**config.mk**
```make
export PLATFORM = sky130hd
export DESIGN_NAME = hazard_fwd_ctrl
export DESIGN_NICKNAME = d
export VERILOG_FILES = /design/src/rtl/hz_pkg.sv /design/src/rtl/load_use_detect.sv /design/src/rtl/operand_fwd_sel.sv /design/src/rtl/hazard_fwd_ctrl.sv
export SDC_FILE = /design/constraint.sdc
export NUM_CORES = 1
export LEC_CHECK = 0
export CORE_UTILIZATION = 32
export DETAILED_ROUTE_END_ITERATION = 6
export PLACE_DENSITY = 0.84
export SLEW_MARGIN = 5
export SYNTH_ARGS = -nofsm -noshare
export SYNTH_HDL_FRONTEND = slang
export SYNTH_SLANG_ARGS = --single-unit
```
**constraint.sdc**
```tcl
create_clock -name vclk -period 2.7
set_input_delay 0.54 -clock vclk [all_inputs]
set_output_delay 0.54 -clock vclk [all_outputs]
set_load 0.02 [all_outputs]
```
**src/rtl/hz_pkg.sv**
```systemverilog
package hz_pkg;
  localparam int OP_W = 6;

  typedef enum logic [1:0] {
    SRC_RF  = 2'b00,
    SRC_WB  = 2'b01,
    SRC_MEM = 2'b10
  } fwd_sel_e;

  // Opcode classes whose second register field is read, not written.
  localparam logic [OP_W-1:0] OP_RTYPE = 6'd0;
  localparam logic [OP_W-1:0] OP_BEQ   = 6'd4;
  localparam logic [OP_W-1:0] OP_BNE   = 6'd5;
  localparam logic [2:0]      OP_STORE_GRP = 3'b101;

  function automatic logic rt_is_source(input logic [OP_W-1:0] op);
    return (op == OP_RTYPE) || (op == OP_BEQ) || (op == OP_BNE) ||
           (op[OP_W-1:OP_W-3] == OP_STORE_GRP);
  endfunction

  // Newer stage first: memory stage beats writeback.
  function automatic fwd_sel_e pick_src(input logic mem_hit, input logic wb_hit);
    if (mem_hit)     return SRC_MEM;
    else if (wb_hit) return SRC_WB;
    else             return SRC_RF;
  endfunction
endpackage

```
**src/rtl/load_use_detect.sv**
```systemverilog
module load_use_detect
  import hz_pkg::*;
#(
  parameter int REG_W = 5
) (
  input  logic [OP_W-1:0]  dec_op,
  input  logic [REG_W-1:0] dec_rs,
  input  logic [REG_W-1:0] dec_rt,
  input  logic             exe_is_load,
  input  logic [REG_W-1:0] exe_target,
  output logic             rs_hit,
  output logic             rt_hit,
  output logic             stall
);
  logic target_live;

  assign target_live = exe_is_load && (exe_target != '0);
  assign rs_hit      = target_live && (exe_target == dec_rs);
  assign rt_hit      = target_live && rt_is_source(dec_op) && (exe_target == dec_rt);
  assign stall       = rs_hit || rt_hit;
endmodule

```
**src/rtl/operand_fwd_sel.sv**
```systemverilog
module operand_fwd_sel
  import hz_pkg::*;
#(
  parameter int REG_W = 5
) (
  input  logic [REG_W-1:0] src_reg,
  input  logic             mem_wen,
  input  logic [REG_W-1:0] mem_dst,
  input  logic             wb_wen,
  input  logic [REG_W-1:0] wb_dst,
  output logic             mem_hit,
  output logic             wb_hit,
  output fwd_sel_e         sel
);
  logic src_live;

  assign src_live = (src_reg != '0);
  assign mem_hit  = src_live && mem_wen && (mem_dst == src_reg);
  assign wb_hit   = src_live && wb_wen  && (wb_dst  == src_reg);
  assign sel      = pick_src(mem_hit, wb_hit);
endmodule

```
**src/rtl/hazard_fwd_ctrl.sv**
```systemverilog
module hazard_fwd_ctrl
  import hz_pkg::*;
#(
  parameter int REG_W = 5,
  localparam int N_OPND = 2
) (
  input  logic [5:0]       id_opcode,
  input  logic [REG_W-1:0] id_rs,
  input  logic [REG_W-1:0] id_rt,
  input  logic             ex_mem_read,
  input  logic [REG_W-1:0] ex_rs,
  input  logic [REG_W-1:0] ex_rt,
  input  logic             exmem_reg_write,
  input  logic [REG_W-1:0] exmem_rd,
  input  logic             memwb_reg_write,
  input  logic [REG_W-1:0] memwb_rd,
  output logic             pc_we,
  output logic             ifid_we,
  output logic             ctrl_zero,
  output logic [1:0]       fwd_a,
  output logic [1:0]       fwd_b
);
  // Named internal events, visible to the bound checker.
  logic             load_stall;
  logic             stall_rs_hit;
  logic             stall_rt_hit;
  logic [REG_W-1:0] opnd_reg [N_OPND];
  fwd_sel_e         opnd_sel [N_OPND];
  logic [N_OPND-1:0] opnd_mem_hit;
  logic [N_OPND-1:0] opnd_wb_hit;

  load_use_detect #(.REG_W(REG_W)) u_detect (
    .dec_op      (id_opcode),
    .dec_rs      (id_rs),
    .dec_rt      (id_rt),
    .exe_is_load (ex_mem_read),
    .exe_target  (ex_rt),
    .rs_hit      (stall_rs_hit),
    .rt_hit      (stall_rt_hit),
    .stall       (load_stall)
  );

  assign opnd_reg[0] = ex_rs;
  assign opnd_reg[1] = ex_rt;

  for (genvar g = 0; g < N_OPND; g++) begin : g_opnd
    operand_fwd_sel #(.REG_W(REG_W)) u_sel (
      .src_reg (opnd_reg[g]),
      .mem_wen (exmem_reg_write),
      .mem_dst (exmem_rd),
      .wb_wen  (memwb_reg_write),
      .wb_dst  (memwb_rd),
      .mem_hit (opnd_mem_hit[g]),
      .wb_hit  (opnd_wb_hit[g]),
      .sel     (opnd_sel[g])
    );
  end

  assign pc_we     = !load_stall;
  assign ifid_we   = !load_stall;
  assign ctrl_zero = load_stall;
  assign fwd_a     = opnd_sel[0];
  assign fwd_b     = opnd_sel[1];
endmodule

```
==> impl_metrics.toml <==
[timing]
setup_viol = 0
fmax_mhz = 380
slew_headroom_pct = 77.7
finalCriticalPeriod_ns = 2.63
whs_ns = 1.66
finalCritPeriodShare_pct = 97.6
final_hold_viol_count = 0
tightest_slew_ns = 0.331
maxSlewViolCount = 0

[cells_and_area]
final_cell_mix = "clkdlybuf4s50_1 (28), xnor2_1 (22), buf_4 (13)"
insertedDiodeCount = 0
nFillCells = 106
ff_latch_area_um2 = 0
seq_cell_count = 0
clockBufferCount = 0
final_layout_size_suffix_gt1_share_pct = 27.4
syn2layout_area_growth_pct = 117
final_common_cell = "clkdlybuf4s50_1"
final_cells = 128
finalNetCount = 154
multi_input_area_um2 = 473

[die]
start_util_pct = 35.7
dieArea_um2 = 1690
chipHeight_um = 41.1
coreArea_um2 = 1370
io_pins = 46
dieWidth_um = 41.1
rows = 13

[placement]
routabilityCongestion = 0.745
dp.cells = 128
dp_hpwl_um = 1560
place.port_buffers = 46

[global_routing]
grt_pass1_vias = 564
grt_max_degree = 5
grt_overflow = 0
antenna_found_initial = 0
track_usage_pct = 20.6
grt_first_pass_wirelength_um = 2330

[worst_setup_path]
endpoint_kind = "output port"
critPathLaunchType = "input port"
cp.required_ns = 2.16
criticalPathCategory = "input port to output port"
crit_arrival_ns = 2.09
worstPathMaxFanout = 2

[logic_synthesis]
yosys_warnings = 0
ys_types = 21
syn_nets = 101
netlist_area_um2 = 488
syn_area_per_cell_um2 = 7.87
netlist_instances = 62
yosysSeqAreaShare_pct = 0

[clocking]
ctsHoldBuffers = 0

[routing]
firstDrtPassIters = 4
via_per_inst = 4.92
remaining_drc_errors = 0
detail_route.iter0.violations = 10
routedWlPerCell_um = 14.2
vias = 630
postRouteAntennaNets = 0
drt-total-wl_um = 1810

[power_and_ir_drop]
power_uw = 153
p_per_area_nw_per_um2 = 144
peakVddDrop_mv = 0.0753
leakagePower_uw = 0.000454

[run]
maxCapViolations = 0

[status]
status = "complete, no violations"

[hold_path]
hold_class = "input port to output port"
==> cell usage after synthesis <==
library cell / count / area share [%]
xor2_1: 7 / 13
nand4_1: 5 / 6.4
nor4_1: 2 / 2.6
o31a_1: 1 / 1.8
inv_1: 1 / 0.77
buf_2: 4 / 4.1
buf_6: 1 / 2.3
nand3_1: 1 / 1.0
nor4_2: 2 / 5.1
or3_1: 1 / 1.3
or4_1: 2 / 3.1
o21ai_2: 1 / 1.8
nand2_1: 2 / 1.5
o31ai_1: 1 / 1.5
a2111oi_0: 1 / 1.8
nor2_4: 1 / 2.3
or4_4: 1 / 2.3
xnor2_1: 23 / 41
buf_4: 3 / 4.6
nor2_1: 1 / 0.77
a21oi_1: 1 / 1.0
==> report_power, final <==
| group | total, uW | switching [uW] | leakage (uW) | internal (uW) |
|---|---|---|---|---|
| logic | 153 | 58.5 | 0.000454 | 94.4 |
| clock network | 0 | 0 | 0 | 0 |
| registers | 0 | 0 | 0 | 0 |
| total | 153 | 58.5 | 0.000454 | 94.4 |
==> path summary, 6_finish.rpt <==
kind                  from       end  slack, ns  depth (start not counted)
hold / removal    ex_rs[3]  fwd_a[0]       1.66                          6
setup / recovery  id_rs[1]     pc_we       0.07                          6
==> layer usage <==
| metal | part of all wire (%) | GRT usage [%] |
|---|---|---|
| met1 | 40 | 26.6 |
| met2 | 55 | 39.1 |
| met3 | 4.6 | 0.543 |
| met4 | 0 | 0 |
| met5 | 0 | 0 |
==> logic make-up (layout without fill, tap and decap cells) <==
family                 after synthesis  after routing  share of synthesized area, %
AND/OR/NAND/NOR                     18             18                          26.4
AO/OA/AOI/OAI                        5              5                          7.95
XOR/XNOR                            30             30                          53.8
buffers and inverters                9             60                          11.8
==> final cells by class <==
class                           instances  area share [%]
Inverter                                1           0.354
Multi-Input combinational cell         53            44.6
Tap cell                               15            1.77
Timing Repair Buffer                   59            53.2
==> worst max-delay path, stage by stage <==
cell and delay [ns]:
clkdlybuf4s50_1 0.50, xnor2_2 0.11, nand3_1 0.09, or4_4 0.55, o31a_1 0.16, buf_6 0.15
==> through the flow <==
| step | worst slack [ns] | setup TNS, ns | utilization (%) | instance area [um^2] |
|---|---|---|---|---|
| 6_report | 0.0660 | 0 | 77.6 | 1060 |
| 5_1_grt | -0.00469 | -0.00469 | 77.6 | 1060 |
| 4_1_cts | 0.00419 | 0 | 72.8 | 995 |
| 3_5_place_dp | -0.491 | -2.99 | 74.0 | 1010 |
| 3_3_place_gp | -0.447 | -2.62 | 74.0 | 1010 |
| 2_1_floorplan | 0.201 | 0 | - | 488 |
==> what timing repair did <==
item,in CTS,in global routing
resized for setup,35,22
buffers inserted,0,0
endpoints found under the setup margin,7,7
pin swaps,1,9
(Power assumes the default switching activity.)
